File: config.mk
export PLATFORM = sky130hd
export DESIGN_NAME = sdma_chain_engine
export DESIGN_NICKNAME = d
export VERILOG_FILES = /design/src/rtl/sdma_pkg.sv /design/src/rtl/sdma_len_calc.sv /design/src/rtl/sdma_watchdog.sv /design/src/rtl/sdma_byte_lane.sv /design/src/rtl/sdma_chain_engine.sv
export SDC_FILE = /design/constraint.sdc
export NUM_CORES = 1
export LEC_CHECK = 0
export BUFFER_PORTS_ARGS = -buffer_cell sky130_fd_sc_hd__buf_2
export CAP_MARGIN = 0
export CORE_ASPECT_RATIO = 0.75
export CORE_MARGIN = 2
export CORE_UTILIZATION = 35
export CTS_CLUSTER_SIZE = 40
export DETAILED_ROUTE_END_ITERATION = 16
export GPL_ROUTABILITY_DRIVEN = 1
export RECOVER_POWER = 100
export SYNTH_ARGS = -nofsm -noshare
export SYNTH_HDL_FRONTEND = slang
export SYNTH_SLANG_ARGS = --single-unit
File: constraint.sdc
create_clock -name clk -period 10.9 [get_ports clk]
set_input_delay 1.09 -clock clk [delete_from_list [all_inputs] [get_ports clk]]
set_output_delay 1.09 -clock clk [all_outputs]
set_load 0.005 [all_outputs]
File: src/rtl/sdma_pkg.sv
package sdma_pkg;
  typedef enum logic [2:0] {
    S_IDLE, S_WAIT_RDY, S_FETCH, S_TX_RD, S_TX_SEND, S_RX_RECV, S_RX_WR, S_WBACK
  } sdma_state_e;

  localparam int ST_OWN_BIT  = 31;
  localparam int ST_ERR_BIT  = 30;
  localparam int ST_LAST_BIT = 2;
endpackage

File: src/rtl/sdma_len_calc.sv
module sdma_len_calc #(
  parameter int CNT_W    = 24,
  parameter int MAX_DESC = 8192
) (
  input  logic [31:0]      size_i,
  input  logic [CNT_W-1:0] rem_i,
  output logic [CNT_W-1:0] len_o
);
  localparam logic [31:0] MAXV = 32'(MAX_DESC);
  logic [31:0] clamped, rem_ext;

  always_comb begin
    rem_ext = 32'(rem_i);
    if (size_i == 32'd0 || size_i > MAXV) clamped = MAXV;
    else                                  clamped = size_i;
    if (clamped < rem_ext) len_o = clamped[CNT_W-1:0];
    else                   len_o = rem_i;
  end
endmodule

File: src/rtl/sdma_watchdog.sv
module sdma_watchdog #(
  parameter int LIM_W = 16
) (
  input  logic             clk,
  input  logic             rst_n,
  input  logic             wait_i,
  input  logic [LIM_W-1:0] lim_i,
  output logic             expire_o
);
  logic [LIM_W-1:0] cnt_q, cnt_d;

  always_comb begin
    cnt_d = cnt_q;
    if (!wait_i)            cnt_d = '0;
    else if (cnt_q != '1)   cnt_d = cnt_q + 1'b1;
  end

  always_ff @(posedge clk or negedge rst_n) begin
    if (!rst_n) cnt_q <= '0;
    else        cnt_q <= cnt_d;
  end

  assign expire_o = wait_i && (cnt_q >= lim_i);

  assert_expire_needs_wait_R11: assert property (@(posedge clk) disable iff (!rst_n)
    (wait_i && !expire_o) |=> (cnt_q != '0) || !wait_i);
endmodule

File: src/rtl/sdma_byte_lane.sv
module sdma_byte_lane (
  input  logic        clk,
  input  logic        rst_n,
  input  logic        clr_i,
  input  logic        load_i,
  input  logic [31:0] word_i,
  input  logic        step_i,
  input  logic        push_i,
  input  logic [7:0]  byte_i,
  output logic [31:0] word_o,
  output logic [7:0]  byte_o,
  output logic [1:0]  idx_o
);
  logic [31:0] word_q, word_d;
  logic [1:0]  idx_q, idx_d;

  always_comb begin
    word_d = word_q;
    idx_d  = idx_q;
    if (clr_i) begin
      word_d = '0;
      idx_d  = '0;
    end else if (load_i) begin
      word_d = word_i;
      idx_d  = '0;
    end else if (push_i) begin
      word_d[{idx_q, 3'b000} +: 8] = byte_i;
      idx_d = idx_q + 2'd1;
    end else if (step_i) begin
      idx_d = idx_q + 2'd1;
    end
  end

  always_ff @(posedge clk or negedge rst_n) begin
    if (!rst_n) begin
      word_q <= '0;
      idx_q  <= '0;
    end else begin
      word_q <= word_d;
      idx_q  <= idx_d;
    end
  end

  assign word_o = word_q;
  assign idx_o  = idx_q;
  assign byte_o = word_q[{idx_q, 3'b000} +: 8];

  assert_load_restarts_lane_R5: assert property (@(posedge clk) disable iff (!rst_n)
    (load_i && !clr_i) |=> (idx_o == 2'd0) && (byte_o == $past(word_i[7:0])));
endmodule

File: src/rtl/sdma_chain_engine.sv
module sdma_chain_engine
  import sdma_pkg::*;
#(
  parameter int AW       = 32,
  parameter int CNT_W    = 24,
  parameter int BS_W     = 16,
  parameter int LIM_W    = 16,
  parameter int MAX_DESC = 8192
) (
  input  logic             clk,
  input  logic             rst_n,
  input  logic             start_i,
  input  logic             dir_tx_i,
  input  logic             dma_en_i,
  input  logic [CNT_W-1:0] byte_cnt_i,
  input  logic [BS_W-1:0]  blk_size_i,
  input  logic [AW-1:0]    desc_base_i,
  input  logic             card_rdy_i,
  input  logic [LIM_W-1:0] wait_lim_i,
  output logic             mem_req_o,
  output logic             mem_we_o,
  output logic [AW-1:0]    mem_addr_o,
  output logic [31:0]      mem_wdata_o,
  input  logic [31:0]      mem_rdata_i,
  input  logic             mem_ready_i,
  output logic             tx_valid_o,
  output logic [7:0]       tx_data_o,
  input  logic             tx_ready_i,
  input  logic             rx_valid_i,
  input  logic [7:0]       rx_data_i,
  output logic             rx_ready_o,
  output logic             busy_o,
  output logic [CNT_W-1:0] rem_o,
  output logic             flag_data_done_o,
  output logic             flag_aux_o,
  output logic             dma_sum_o,
  output logic             dma_tx_o,
  output logic             dma_rx_o
);
  localparam logic [CNT_W-1:0] MAXC = CNT_W'(MAX_DESC);

  // reset: asserted asynchronously, released on the clock
  logic rst_s1_q, rst_n_s;
  always_ff @(posedge clk or negedge rst_n) begin
    if (!rst_n) begin
      rst_s1_q <= 1'b0;
      rst_n_s  <= 1'b0;
    end else begin
      rst_s1_q <= 1'b1;
      rst_n_s  <= rst_s1_q;
    end
  end

  sdma_state_e state_q, state_d;
  logic             dir_q, dir_d, err_q, err_d;
  logic [CNT_W-1:0] rem_q, rem_d, len_q, len_d, mv_q, mv_d, rem_left, len_w;
  logic [AW-1:0]    dsc_q, dsc_d, wad_q, wad_d;
  logic [1:0]       fi_q, fi_d;
  logic [31:0]      st_q, st_d, sz_q, sz_d, ba_q, ba_d, nx_q, nx_d;
  logic [4:0]       flg_q, flg_d;   // {data_done, aux, sum, tx, rx}

  logic lane_clr, lane_load, lane_step, lane_push;
  logic [31:0] lane_word;
  logic [7:0]  lane_byte;
  logic [1:0]  lane_idx;
  logic acc_done, tmo, go_ok, wb_last;

  sdma_len_calc #(.CNT_W(CNT_W), .MAX_DESC(MAX_DESC)) len_i (
    .size_i(sz_q), .rem_i(rem_q), .len_o(len_w));

  sdma_watchdog #(.LIM_W(LIM_W)) wdog_i (
    .clk(clk), .rst_n(rst_n_s), .wait_i(mem_req_o && !mem_ready_i),
    .lim_i(wait_lim_i), .expire_o(tmo));

  sdma_byte_lane lane_i (
    .clk(clk), .rst_n(rst_n_s), .clr_i(lane_clr), .load_i(lane_load),
    .word_i(mem_rdata_i), .step_i(lane_step), .push_i(lane_push),
    .byte_i(rx_data_i), .word_o(lane_word), .byte_o(lane_byte), .idx_o(lane_idx));

  // memory and card port drive
  always_comb begin
    mem_req_o   = (state_q == S_FETCH) || (state_q == S_TX_RD) ||
                  (state_q == S_RX_WR) || (state_q == S_WBACK);
    mem_we_o    = (state_q == S_RX_WR) || (state_q == S_WBACK);
    mem_addr_o  = wad_q;
    mem_wdata_o = lane_word;
    if (state_q == S_FETCH) mem_addr_o = dsc_q + AW'({fi_q, 2'b00});
    if (state_q == S_WBACK) begin
      mem_addr_o  = dsc_q;
      mem_wdata_o = st_q;
      mem_wdata_o[ST_OWN_BIT] = 1'b0;
      if (err_q) mem_wdata_o[ST_ERR_BIT] = 1'b1;
    end
  end

  assign acc_done   = mem_req_o && mem_ready_i;
  assign tx_valid_o = (state_q == S_TX_SEND);
  assign tx_data_o  = lane_byte;
  assign rx_ready_o = (state_q == S_RX_RECV);
  assign busy_o     = (state_q != S_IDLE);
  assign rem_o      = rem_q;
  assign {flag_data_done_o, flag_aux_o, dma_sum_o, dma_tx_o, dma_rx_o} = flg_q;
  assign go_ok      = dma_en_i && (byte_cnt_i != '0) && (blk_size_i != '0);
  assign rem_left   = rem_q - mv_q;
  assign wb_last    = err_q || tmo || st_q[ST_LAST_BIT] || (rem_left == '0);

  // next-state
  always_comb begin
    state_d = state_q; dir_d = dir_q; rem_d = rem_q; dsc_d = dsc_q;
    fi_d = fi_q; st_d = st_q; sz_d = sz_q; ba_d = ba_q; nx_d = nx_q;
    len_d = len_q; mv_d = mv_q; wad_d = wad_q; err_d = err_q; flg_d = flg_q;
    lane_clr = 1'b0; lane_load = 1'b0; lane_step = 1'b0; lane_push = 1'b0;
    unique case (state_q)
      S_IDLE: if (start_i && go_ok) begin
        rem_d = byte_cnt_i; dsc_d = desc_base_i; dir_d = dir_tx_i;
        err_d = 1'b0; flg_d = '0; fi_d = '0; st_d = '0; mv_d = '0;
        state_d = (dir_tx_i || card_rdy_i) ? S_FETCH : S_WAIT_RDY;
      end
      S_WAIT_RDY: if (card_rdy_i) state_d = S_FETCH;
      S_FETCH: begin
        if (tmo) begin
          err_d = 1'b1; state_d = S_WBACK;
        end else if (acc_done) begin
          unique case (fi_q)
            2'd0: st_d = mem_rdata_i;
            2'd1: sz_d = mem_rdata_i;
            2'd2: ba_d = mem_rdata_i;
            default: nx_d = mem_rdata_i;
          endcase
          fi_d = fi_q + 2'd1;
          if (fi_q == 2'd3) begin
            len_d = len_w; mv_d = '0; lane_clr = 1'b1;
            wad_d = {ba_q[AW-1:2], 2'b00};
            state_d = dir_q ? S_TX_RD : S_RX_RECV;
          end
        end
      end
      S_TX_RD: begin
        if (tmo) begin
          err_d = 1'b1; state_d = S_WBACK;
        end else if (acc_done) begin
          lane_load = 1'b1; wad_d = wad_q + AW'(4); state_d = S_TX_SEND;
        end
      end
      S_TX_SEND: if (tx_ready_i) begin
        lane_step = 1'b1; mv_d = mv_q + 1'b1;
        if (mv_q + 1'b1 == len_q)  state_d = S_WBACK;
        else if (lane_idx == 2'd3) state_d = S_TX_RD;
      end
      S_RX_RECV: if (rx_valid_i) begin
        lane_push = 1'b1; mv_d = mv_q + 1'b1;
        if ((mv_q + 1'b1 == len_q) || (lane_idx == 2'd3)) state_d = S_RX_WR;
      end
      S_RX_WR: begin
        if (tmo) begin
          err_d = 1'b1; state_d = S_WBACK;
        end else if (acc_done) begin
          lane_clr = 1'b1; wad_d = wad_q + AW'(4);
          state_d = (mv_q == len_q) ? S_WBACK : S_RX_RECV;
        end
      end
      default: begin // S_WBACK
        if (acc_done || tmo) begin
          rem_d = rem_left;
          if (wb_last) begin
            flg_d = {3'b111, dir_q, !dir_q}; state_d = S_IDLE;
          end else begin
            dsc_d = nx_q[AW-1:0]; fi_d = '0; st_d = '0; mv_d = '0;
            state_d = S_FETCH;
          end
        end
      end
    endcase
  end

  // registers
  always_ff @(posedge clk or negedge rst_n_s) begin
    if (!rst_n_s) begin
      state_q <= S_IDLE; dir_q <= 1'b0; rem_q <= '0; dsc_q <= '0; fi_q <= '0;
      st_q <= '0; sz_q <= '0; ba_q <= '0; nx_q <= '0; len_q <= '0; mv_q <= '0;
      wad_q <= '0; err_q <= 1'b0; flg_q <= '0;
    end else begin
      state_q <= state_d; dir_q <= dir_d; rem_q <= rem_d; dsc_q <= dsc_d; fi_q <= fi_d;
      st_q <= st_d; sz_q <= sz_d; ba_q <= ba_d; nx_q <= nx_d; len_q <= len_d; mv_q <= mv_d;
      wad_q <= wad_d; err_q <= err_d; flg_q <= flg_d;
    end
  end

  assert_idle_quiet_R1: assert property (@(posedge clk) disable iff (!rst_n_s)
    !busy_o |-> (!mem_req_o && !tx_valid_o && !rx_ready_o));
  assert_req_held_R2: assert property (@(posedge clk) disable iff (!rst_n_s)
    (mem_req_o && !mem_ready_i && !tmo) |=>
      (mem_req_o && $stable(mem_addr_o) && $stable(mem_we_o)));
  assert_len_bounded_R3: assert property (@(posedge clk) disable iff (!rst_n_s)
    (tx_valid_o || rx_ready_o) |-> (len_q != '0) && (len_q <= MAXC) && (mv_q < len_q));
  assert_tx_held_R5: assert property (@(posedge clk) disable iff (!rst_n_s)
    (tx_valid_o && !tx_ready_i) |=> (tx_valid_o && $stable(tx_data_o)));
  assert_owner_released_R7: assert property (@(posedge clk) disable iff (!rst_n_s)
    (mem_we_o && state_q == S_WBACK) |-> !mem_wdata_o[ST_OWN_BIT]);
  assert_one_direction_R9: assert property (@(posedge clk) disable iff (!rst_n_s)
    $rose(dma_sum_o) |-> (dma_tx_o != dma_rx_o));
  assert_wait_no_access_R10: assert property (@(posedge clk) disable iff (!rst_n_s)
    (busy_o && !card_rdy_i && !$past(busy_o)) |-> (dir_q || mem_req_o == (state_q == S_FETCH)));
  assert_rem_monotonic_R12: assert property (@(posedge clk) disable iff (!rst_n_s)
    (busy_o && $past(busy_o)) |-> (rem_o <= $past(rem_o)));
endmodule

# Word-level counts from Yosys, hierarchy flattened
# Cells that the tools add are included.
# word_totals
regBits,327
in_bits,137
output_inout_bits,106
wordCells,217
# op_classes
add_sub_neg,8
n_lt_le_gt_ge,3
n_eq_ne,35
n_shift,3
n_mux,89
n_bitwise,5
n_reduce_logical,55
# ops
op,n
$mux 32,15
$mux 24,11
$mux 31,6
$pmux 32 s2,2
$pmux 24 s5,1
$pmux 31 s3,1
$eq 24x24->1,2
$mux 3,16
$pmux 24 s2,1
$add 32x3->32 const B,1
$add 32x4->32,1
$bwmux 32,1
$gt 32x14->1 const B,1
$logic_not 32->1,1
$lt 32x24->1,1
$mux 16,2
$shift 8x7->32 const A,1
$shiftx 32x6->8,1
$shiftx 8x7->32,1
$add 24x1->24 const B,1
$logic_not 24->1,1
$mux 2,12
$reduce_and 4->1,6
$reduce_bool 24->1,1
other kinds (45),111

# Depth between registers and ports, before layout
# Gate-level depths: netlist (run 1).
# logic_depth
word_depth,12
mapped_depth,18
mapped_depth_nobuf,16

# Hierarchy
# A second synthesis (run 1) with hierarchy kept.
# hier_totals
hier_cells,2181
hier_area_um2,20074.3
# modules_own_cells
module,n_inst,cells_each,area_per_inst_um2,seq_area_each_um2
sdma_chain_engine,1,1711,15786.4,6781.5
sdma_byte_lane,1,188,1995.7,850.8
sdma_watchdog,1,140,1262.5,400.4
sdma_len_calc,1,142,1029.7,0.0

# Least setup slack after synthesis (run 1)
# No wires, ideal clock.
# synth_timing
kind,register to output
from,register fi_q[0]
to,output port mem_addr_o[28]
t_arrival_ps,2879
t_required_ps,9810
setup_slack_ps,6931
path_stages_with_launch,14
path_buffers,1
path_cell_list,dfrtp_1 ha_1 inv_1 fa_1 and3b_1 buf_1 and2_1 nand4_1 nor3_1 and3_1 nand2_1 nor2_1 nand2_1 o311ai_0
# synth_via
elab_chain_len,3
# synth_rtl
element,line,source
"start, declared",sdma_chain_engine.sv:58,"logic [1:0] fi_q, fi_d;"
"start signal, assigned",sdma_chain_engine.sv:183,state_q <= state_d; dir_q <= dir_d; rem_q <= rem_d; dsc_q <= dsc_d; fi_q <= fi_d;
$add 32x4->32,sdma_chain_engine.sv:87,"if (state_q == S_FETCH) mem_addr_o = dsc_q + AW'({fi_q, 2'b00});"
$mux 32,sdma_chain_engine.sv:87,
$mux 32,sdma_chain_engine.sv:88,if (state_q == S_WBACK) begin
"end, declared",sdma_chain_engine.sv:22,"output logic [AW-1:0] mem_addr_o,"
# No other way between the ends.

# Final worst setup path (run 1)
# layout_timing
from,register state_q[0]
to,register dsc_q[9]
# layout_via
elab_chain_len,11
elab_cells_between_ends,25
classes_between,eq/ne (9); mux (1); bitwise (1); reduce/logical (14)
# layout_rtl
element,line,source
"start, declared",sdma_chain_engine.sv:54,"sdma_state_e state_q, state_d;"
"start signal, assigned",sdma_chain_engine.sv:183,
$eq 3x2->1,"sdma_chain_engine.sv:82, sdma_chain_engine.sv:113",
$logic_or 1x1->1 (2 in series),sdma_chain_engine.sv:82,mem_req_o = (state_q == S_FETCH) || (state_q == S_TX_RD) ||
$logic_or 1x1->1,sdma_chain_engine.sv:83,(state_q == S_RX_WR) || (state_q == S_WBACK);
$logic_and 1x1->1,sdma_chain_engine.sv:72,".clk(clk), .rst_n(rst_n_s), .wait_i(mem_req_o && !mem_ready_i),"
$logic_and 1x1->1,sdma_watchdog.sv:23,assign expire_o = wait_i && (cnt_q >= lim_i);
$logic_or 1x1->1 (3 in series),sdma_chain_engine.sv:105,assign wb_last = err_q || tmo || st_q[ST_LAST_BIT] || (rem_left == '0);
$ne 2x1->1 (no source line),n/a,
$reduce_and 4->1 (no source line),n/a,
"end signal, assigned",sdma_chain_engine.sv:183,
"end, declared",sdma_chain_engine.sv:57,"logic [AW-1:0] dsc_q, dsc_d, wad_q, wad_d;"
# Parallel ways exist; a longest one is shown, timed or not.
# A chain may end at the register's enable or synchronous reset.

==> results.ini, run 1 <==
[floorplan]
start_util_pct=35.23
die_h_um=208.8
die_x_um=277.1
die-area_um2=57850
coreArea_um2=55550
num_rows=75
top_level_ports=243

[sta]
clock_skew_ns=0.02179
worstMarginPinSlew_ns=4.178
grt_setup_unrepaired=false
finalCritPeriodShare_pct=70.07
slew_viol_final=614
finalHoldViolations=0
max_freq_mhz=130.9
tns_ns=0
layout_min_cycle_time_ns=7.638
slew_headroom_pct=-178.5
setup_viol=0

[synth]
synth.distinct_cells=82
yosysSeqAreaShare_pct=41.04
synth_area_leaders=dfrtp_1 41%, nand2_1 6.0%, mux2_2 5.5%
synth_edf_count=0
syn_area_um2=19570
yosys.area.top_type_share_pct=41.04
synth.avg_cell_area_um2=8.933
async_reset_ff_share_pct=100.0
syn_inst=2191
dominantRegCellSynth=dfrtp_1
ys_seq_elements=321
yosys-top-cells-count=321 x dfrtp_1, 313 x nand2_1, 174 x a21oi_1, 140 x nor2_1, 118 x o21ai_0
synth_most_common_cell=dfrtp_1
synth_top_cell_by_area=dfrtp_1
yosys_warnings=0

[layout]
final-instance-count-excl-fill=3137
final_area_um2=22500
areaGrowthSynthToFinish_pct=14.97
layout-drive-gt1-share_pct=15.26
utilization_pct=40.50
nNetsFinal=2595
nFillCells=5578

[clocking]
cts.repair.resized=0
root_buffer=clkbuf_16
cts_max_path_buffers=3
worstSkewPairLatency_ns=0.57
cts_sinks=321
clkTransAtPathRegs_ns=0.06
hold_buffers=0
cts_tree=done
htreeDepth=2
cts_buffers=38
cts_setup_buffers=0

[worst_setup_path]
path_class=reg -> reg
reg2reg_from=state_q[0]$_DFFE_PN0P_
arrival_ns=8.07
cp.required_ns=11.33
start_kind=register
path_max_fanout=49
cp-startpoint=state_q[0]$_DFFE_PN0P_
crit_path_end_kind=register

[drt]
finalWirelength_um=70810
drc_errors=0
vias=18434
first_pass_iters=6
wl_per_cell_um=22.57
antenna_left=0
viasPerCell=5.876
drt_iter0_drc=2195

[min_path]
hp-class=in -> async

[power_and_ir_drop]
ir_drop_mv=0.1362
powerDensity_nw_per_um2=299.8
p_leak_uw=0.01031
power.total_uw=6746

[global_routing]
antenna_found_initial=7
grt_pass1_wl_um=107700
track_usage_pct=23.95
grt_overflow=0
grt_max_degree=73
first_global_vias=17398

[outcome]
violations=max-capacitance violations, max-slew violations
outcome=finished with violations

[place]
dp_cells=3069
port_buffers=242
dpl_cell_area_um2=21440
gp_congestion=0.9194
dp_hpwl_um=51960

[job]
maxCapViolCount=15

-- sequential cells by signal, indices dropped and copies added, names as in the netlist --
register       flops
flg_q              3
wdog_i.cnt_q      16
mv_q              24
fi_q               2
rem_o             24
state_q            3
nx_q              32
wad_q             30
rst_n_s            1
rst_s1_q           1
ba_q              30
lane_i.word_o     32
len_q             24
dir_q              1
err_q              1
st_q              31
dsc_q             32
lane_i.idx_o       2
sz_q              32
-- area by class of cell --
cell class,instances,area [um2],area share (%)
flip-flops and latches,321,8033,35.70
multi-input cells,1639,10630,47.22
repair buffers,269,1264,5.616
clock inverters,9,116.4,0.5171
diodes,1,2.502,0.01112
well taps,731,914.6,4.065
inverters,109,409.1,1.818
clock buffers,58,1137,5.054
-- stage by stage --
stage | worst slack [ns] | hold WS (ns)
final | 3.262 | 0.3054
after detailed placement | 6.124 | 0.3418
after global placement | 6.196 | 0.3392
after global routing | 2.674 | 0.3017
after CTS | 5.676 | 0.2774
after floorplan | 1.291 | 0.3312
-- path summary, 6_finish.rpt --
path                                           endpoint  slack [ns]  depth (start not counted)
max                                dsc_q[9]$_DFFE_PN0P_        3.26                         11
min                                  rst_s1_q$_DFF_PN0_        0.31                          1
max reg2reg                        dsc_q[9]$_DFFE_PN0P_        3.26                         11
min reg2reg                           rst_n_s$_DFF_PN0_        0.36                          0
max in group asynchronous  wdog_i.cnt_q[15]$_DFFE_PN0P_        4.63                          1
min in group clk                      rst_n_s$_DFF_PN0_        0.36                          0
-- routing by layer --
metal	vias to the layer above	GRT usage, %	share of wire [%]
met5	-	0	0
met4	0	6.053	2.1
met3	103	4.886	8.8
met2	849	33.84	41
met1	9135	36.82	48
li1	8347	-	-
-- power breakdown --
group / internal [uW] / switching [uW]
Combinational: 1270 / 1900
Sequential: 1700 / 570
Clock: 769 / 541
-- worst max-delay path: stages, from the launching register on --
cell and delay, ns:
dfrtp_1 0.53, clkinv_1 0.25, nand2_1 0.25, nor2_2 0.13, clkbuf_1 0.99, clkinv_1 0.29, nor2_2 0.16, clkbuf_1 1.09
or2_0 2.01, o21ai_0 0.37, clkbuf_1 0.83, a221o_1 0.55
-- cells in the final DEF (no fill, tap or decap), drive strengths merged, types with 17 or more instances in the layout --
cell    instances
dfrtp         321
nand2         313
buf           186
a21oi         176
clkbuf        141
nor2          140
o21ai         121
inv           109
mux2           95
ha             78
nor3           57
nand3          53
and2           48
a31oi          44
a221oi         40
a221o          36
xor2           34
nor4           34
a22o           33
nand4          31
and3           29
xnor2          29
o22ai          25
mux2i          20
a21o           18
and4           17
-- cell families (layout without fill, tap and decap cells) --
kind of cell,Yosys count,count (layout),share of synthesized area (%)
AND/OR/NAND/NOR,769,769,18.73
multiplexers,123,123,7.409
AO/OA/AOI/OAI,593,593,19.96
other,2,12,0.03837
flip-flops,321,321,41.04
adder cells (fa/ha/maj),80,80,5.191
XOR/XNOR,63,63,2.819
buffers and inverters,240,445,4.814
Note: power is estimated with default switching activity, not from simulation.
==> run 2, diff against run 1 <==
clock period = 7.66 ns   (was 10.9 ns; I/O delays follow)
==> run 2 against run 1 <==
Net effect: the run still ends with max-capacitance violations, max-slew violations left; clock power grew 44%; sequential share of layout area shrank 0.10 points; final cell count grew 0.13%; global-route usage shrank 0.13 points; largest cell class unchanged; register-to-register slack lost 1.6 ns; setup slack lost 1.6 ns; non-clock buffer count grew 1; first-iteration DRC count shrank 11%; critical path depth is the same.
==> results.ini, run 2 (synthesized netlist as in run 1, its figures left out) <==
[clocking]
cts_setup_buffers=0  ; unchanged
cts_max_path_buffers=3  ; unchanged
hold_buffers=1  ; +1
htreeDepth=2  ; unchanged
cts_sinks=321  ; unchanged
cts.repair.resized=0  ; unchanged
worstSkewPairLatency_ns=0.57  ; about the same
clkTransAtPathRegs_ns=0.07  ; about the same
root_buffer=clkbuf_16
cts_tree=done
cts_buffers=38  ; unchanged

[worst_setup_path]
arrival_ns=6.37  ; -1.70 ns
r2r_setup_slack_ns=1.68  ; -1.58 ns
crit_path_end_kind=register
critPathCapture=mv_q[8]$_DFFE_PN0P_
reg2reg_to=mv_q[8]$_DFFE_PN0P_
start_kind=register
cp.required_ns=8.05  ; -3.28 ns
reg2reg_from=state_q[0]$_DFFE_PN0P_
path_max_fanout=32  ; -35%
path_class=reg -> reg
cp-startpoint=state_q[0]$_DFFE_PN0P_
r2r_cells=11  ; unchanged

[global_routing]
grt_overflow=0  ; unchanged
antenna_found_initial=5  ; -2
first_global_vias=17315  ; -0.48%
grt_max_degree=162  ; +120%
grt_pass1_wl_um=107100  ; -0.55%
track_usage_pct=23.81  ; -0.13 points

[drt]
viasPerCell=5.854  ; -0.38%
drc_errors=0  ; unchanged
drt_iter0_drc=1944  ; -11%
vias=18388  ; -0.25%
antenna_left=0  ; unchanged
finalWirelength_um=70670  ; -0.20%
first_pass_iters=6  ; unchanged
wl_per_cell_um=22.50  ; -0.33%

[floorplan]
die-area_um2=57850  ; unchanged
num_rows=75  ; unchanged
top_level_ports=243  ; unchanged
start_util_pct=35.23  ; unchanged
die_h_um=208.8  ; unchanged
die_x_um=277.1  ; unchanged
coreArea_um2=55550  ; unchanged

[sta]
grt_setup_unrepaired=false
finalHoldViolations=0  ; unchanged
worstMarginPinSlew_ns=3.624  ; -0.5536 ns
slew_headroom_pct=-141.6  ; +37 points
slew_viol_final=567  ; -7.7%
tns_ns=0  ; unchanged
setup_viol=0  ; unchanged
clock_skew_ns=0.03287  ; +0.01109 ns
max_freq_mhz=167.2  ; +28%
layout_min_cycle_time_ns=5.982  ; -1.656 ns
finalCritPeriodShare_pct=78.09  ; +8.0 points

[power_and_ir_drop]
p_leak_uw=0.01032  ; +0.11%
powerDensity_nw_per_um2=427.0  ; +42%
ir_drop_mv=0.2197  ; +61%
power.total_uw=9636  ; +43%

[layout]
nNetsFinal=2596  ; +0.039%
layout-drive-gt1-share_pct=15.25  ; about the same
final_area_um2=22570  ; +0.28%
nFillCells=5522  ; -1.0%
layout_commonest_cell=dfrtp_1
final_cell_mix=321 x dfrtp_1, 313 x nand2_1, 173 x a21oi_1, 168 x buf_2, 136 x nor2_1
utilization_pct=40.62  ; +0.11 points
areaGrowthSynthToFinish_pct=15.29
final-instance-count-excl-fill=3141  ; +0.13%

[outcome]
violations=max-capacitance violations, max-slew violations
outcome=finished with violations

[place]
dp_hpwl_um=51730  ; -0.43%
dpl_cell_area_um2=21460  ; about the same
gp_congestion=0.9151  ; -0.47%
dp_cells=3069  ; unchanged
port_buffers=242  ; unchanged

[job]
maxCapViolCount=15  ; unchanged

[min_path]
hp-class=reg -> reg

==> run 2: worst max-delay path: stages, from the launching register on <==
cell,delay (ns)
dfrtp_1,0.53
clkinv_1,0.27
nand2_1,0.26
nor2_2,0.14
clkbuf_1,1.00
clkinv_1,0.30
nor2_2,0.16
clkbuf_1,1.17
a31oi_1,0.13
a31oi_1,0.54
or2_0,1.07
o21ai_0,0.24
==> run 2: layer usage <==
metal	vias up	GRT usage [%]	part of all wire, %	wire length, um
li1	8342	-	-	-
met1	9097	36.58	48	33800
met2	838	33.88	41	29160
met3	111	4.439	8.6	6060
met4	0	6.391	2.3	1654
met5	-	0	0	0
==> run 2: area by class of cell <==
| class | instances | area [um2] | share of cell area, % |
|---|---|---|---|
| Antenna cell | 3 | 7.507 | 0.03327 |
| Clock buffer | 55 | 1086 | 4.813 |
| Clock inverter | 13 | 190.2 | 0.8428 |
| Inverter | 109 | 409.1 | 1.813 |
| Multi-Input combinational cell | 1639 | 10640 | 47.14 |
| Sequential cell | 321 | 8033 | 35.60 |
| Tap cell | 731 | 914.6 | 4.053 |
| Timing Repair Buffer | 270 | 1289 | 5.711 |
==> run 2: how the worst min path moves through the flow <==
stage | depth (start not counted) | from | end | slack [ns]
floorplan | 0 | rst_s1_q$_DFF_PN0_ | rst_n_s$_DFF_PN0_ | 0.33
global placement | 0 | rst_s1_q$_DFF_PN0_ | rst_n_s$_DFF_PN0_ | 0.34
detailed placement | 0 | rst_s1_q$_DFF_PN0_ | rst_n_s$_DFF_PN0_ | 0.34
CTS | 0 | rst_s1_q$_DFF_PN0_ | rst_n_s$_DFF_PN0_ | 0.36
global route | 0 | rst_s1_q$_DFF_PN0_ | rst_n_s$_DFF_PN0_ | 0.38
finish | 0 | rst_s1_q$_DFF_PN0_ | rst_n_s$_DFF_PN0_ | 0.35
==> run 2: report_power, final <==
part	total [uW]	switching [uW]	internal, uW
registers	3210	793	2410
clock network	1890	767	1130
logic	4540	2720	1810
total	9640	4280	5350
==> run 2: per-stage QoR <==
stage / hold slack (ns) / setup slack, ns
finish: 0.3524 / 1.678
global route: 0.3788 / 1.278
CTS: 0.3559 / 2.782
detailed placement: 0.3427 / 3.041
global placement: 0.3390 / 3.033
floorplan: 0.3311 / 2.410
==> run 3, diff against run 2 <==
ABC_AREA = 1   (was unset)
clock period = 5.65 ns   (was 7.66 ns; I/O delays follow)
==> run 3 against run 2 <==
Net effect: the flow still finishes with violations (max-capacitance violations, max-slew violations); final area is 4.9% higher; non-clock buffer count is 9 lower; die area is 5.8% higher; power is 27% higher; largest power group unchanged.
==> results.ini, run 3 <==
[worst_setup_path]
cp_num_buf_inv=3  ; -1
reg2reg_from=state_q[2]$_DFFE_PN0P_
slowest_delay_ns=1.38  ; +0.21 ns
start_kind=register
cp_cell_sequence=nor2_1 > inv_1 > nor2_1 > clkinv_1 > clkbuf_1 > nand2_2 > nand2_2 > o21ai_0
cp.required_ns=6.09  ; -1.96 ns
crit_path_end_kind=register
path_depth=8  ; -3
arrival_ns=5.30  ; -1.07 ns
path_max_fanout=64  ; +100%
reg2reg_to=dsc_q[13]$_DFFE_PN0P_
r2r_setup_slack_ns=0.79  ; -0.88 ns
r2r_cells=8  ; -3
cp-startpoint=state_q[2]$_DFFE_PN0P_
cp_top_family=simple AND/OR/NAND/NOR gates
critPathCapture=dsc_q[13]$_DFFE_PN0P_
slowest_stage=nor2_1
path_class=reg -> reg

[synth]
synth_area_leaders=dfrtp_1 39%, nand2_1 13%, o21ai_0 6.9%
syn_inst=2848  ; +30%
yosysSeqAreaShare_pct=38.75  ; -2.3 points
yosys_warnings=0  ; unchanged
synth.avg_cell_area_um2=7.278  ; -19%
synth.distinct_cells=58  ; -29%
syn_area_um2=20730  ; +5.9%
ys_seq_elements=321  ; unchanged
async_reset_ff_share_pct=100.0  ; unchanged
yosys-top-cells-count=741 x nand2_1, 321 x dfrtp_1, 320 x inv_1, 286 x o21ai_0, 234 x nor2_1
yosys.area.top_type_share_pct=38.75  ; -2.3 points
synth_most_common_cell=nand2_1
synth_edf_count=0  ; unchanged
synth_top_cell_by_area=dfrtp_1
dominantRegCellSynth=dfrtp_1

[global_routing]
first_global_vias=18949  ; +9.4%
grt.busiest_layer=met1
antenna_found_initial=7  ; +2
track_usage_pct=23.09  ; -0.72 points
grt_max_degree=144  ; -11%
met2_usage_pct=32.21  ; -1.7 points
grt_use_met3_pct=5.053  ; +0.61 points
grt_overflow=0  ; unchanged
grt_pass1_wl_um=111100  ; +3.8%
grt_use_met1_pct=35.00  ; -1.6 points

[min_path]
hold_path_startpoint=byte_cnt_i[19]
hp-class=in -> reg

[drt]
drt_iter0_drc=2258  ; +16%
antenna_left=0  ; unchanged
vias=20037  ; +9.0%
viasPerCell=5.196  ; -11%
drc_errors=0  ; unchanged
first_pass_iters=6  ; unchanged
finalWirelength_um=71070  ; +0.57%
wl_per_cell_um=18.43  ; -18%

[sta]
holdWs_ns=0.2866  ; -0.06583 ns
finalCritPeriodShare_pct=85.96  ; +7.9 points
grt_setup_unrepaired=false
max_freq_mhz=205.9  ; +23%
layout_min_cycle_time_ns=4.857  ; -1.125 ns
worstMarginPinSlew_ns=2.791  ; -0.8330 ns
setup_viol=0  ; unchanged
finalHoldViolations=0  ; unchanged
slew_viol_final=433  ; -24%
tns_ns=0  ; unchanged
clock_skew_ns=0.02408  ; -0.008792 ns
slew_headroom_pct=-86.07  ; +56 points

[layout]
nFillCells=6266  ; +13%
layout_commonest_cell=nand2_1
nNetsFinal=3256  ; +25%
final_cell_mix=744 x nand2_1, 324 x inv_1, 321 x dfrtp_1, 317 x o21ai_0, 233 x nor2_1
layout-drive-gt1-share_pct=9.791  ; -5.5 points
areaGrowthSynthToFinish_pct=14.24

[outcome]
outcome=finished with violations
violations=max-capacitance violations, max-slew violations

[clocking]
cts_max_path_buffers=3  ; unchanged
clkTransAtPathRegs_ns=0.06  ; about the same
cts_buffers=37  ; -2.6%
cts_sinks=321  ; unchanged
htreeDepth=2  ; unchanged
root_buffer=clkbuf_16
worstSkewPairLatency_ns=0.56  ; about the same
cts_setup_buffers=0  ; unchanged
cts_tree=done
hold_buffers=1  ; unchanged
cts.repair.resized=0  ; unchanged

[floorplan]
coreArea_um2=58770  ; +5.8%
die_h_um=214.8  ; +2.9%
start_util_pct=35.27  ; +0.039 points
num_rows=77  ; +2.7%
die_x_um=285.0  ; +2.9%
top_level_ports=243  ; unchanged
die-area_um2=61210  ; +5.8%

[place]
port_buffers=242  ; unchanged
dp_hpwl_um=52330  ; +1.2%
gp_congestion=0.9710  ; +6.1%

[power_and_ir_drop]
powerDensity_nw_per_um2=518.8  ; +21%
p_leak_uw=0.01146  ; +11%
ir_drop_mv=0.2157  ; -1.8%

[job]
maxCapViolCount=9  ; -6

[run 3: cell count changes after synthesis, sizes merged, moves of 36 or more]
| cell | previous run | this run |
|---|---|---|
| a21oi | 176 | 78 |
| a221o | 36 | 0 |
| a221oi | 40 | 0 |
| and2 | 48 | 2 |
| inv | 107 | 329 |
| mux2 | 95 | 0 |
| nand2 | 313 | 750 |
| nand3 | 53 | 157 |
| nand4 | 31 | 73 |
| nor2 | 140 | 244 |
| o21ai | 121 | 329 |
| xor2 | 34 | 73 |
[run 3: kinds of logic after synthesis]
logic type	after synthesis	synth area share, %
compound gates	547	14.81
xor+xnor	92	3.887
fa+ha+maj	80	4.901
buf+inv	451	8.668
flops	321	38.75
mux	32	1.545
other cells	2	0.03623
simple gates	1323	27.40
[run 3: metal layers]
layer  vias to the layer above  share of wire, %
li1                       9812                 -
met1                      9369                48
met2                       719                40
met3                       129               8.6
met4                         8               3.0
met5                         -             0.079
[run 3: worst min-delay path by stage]
stage | endpoint | slack (ns) | cells after the start
2_1_floorplan | rst_n_s$_DFF_PN0_ | 0.27 | 0
3_3_place_gp | rst_n_s$_DFF_PN0_ | 0.33 | 0
3_5_place_dp | st_q[7]$_DFFE_PN0P_ | 0.33 | 0
4_1_cts | rem_o[19]$_DFFE_PN0P_ | 0.26 | 3
5_1_grt | rem_o[19]$_DFFE_PN0P_ | 0.29 | 3
6_report | rem_o[19]$_DFFE_PN0P_ | 0.29 | 3
[run 3: through the flow]
stage	cells	setup slack [ns]	util, %	total power [uW]	area, um2
after floorplan	2857	0.3996	-	7735	20760
after detailed placement	3789	1.264	38.48	9758	22610
after CTS	3854	1.114	40.61	12350	23870
after global routing	3856	0.3754	40.29	13260	23680
final	3856	0.7934	40.29	12290	23680
after global placement	3789	1.325	38.48	9739	22610
[run 3: worst reg2reg max path, stage by stage, from the launching register on]
cell and delay, ns:
dfrtp_1 0.45, nor2_1 0.15, inv_1 0.12, nor2_1 1.39, clkinv_1 0.45, clkbuf_1 0.78
nand2_2 0.28, nand2_2 0.67, o21ai_0 0.48
[run 3: power breakdown]
group	total, uW	internal, uW	switching (uW)	leakage [uW]
clock network	2550	1510	1040	0.000620
registers	3730	3040	689	0.00427
logic	6010	1930	4070	0.00657
[run 3: layout make-up]
class	instances	area [um2]	area share (%)
Multi-Input combinational cell	2085	10890	46.00
Sequential cell	321	8033	33.92
Timing Repair Buffer	261	1267	5.352
Inverter	333	1250	5.278
Clock buffer	48	1027	4.338
Tap cell	790	988.4	4.174
Clock inverter	16	216.5	0.9141
Antenna cell	2	5.005	0.02113
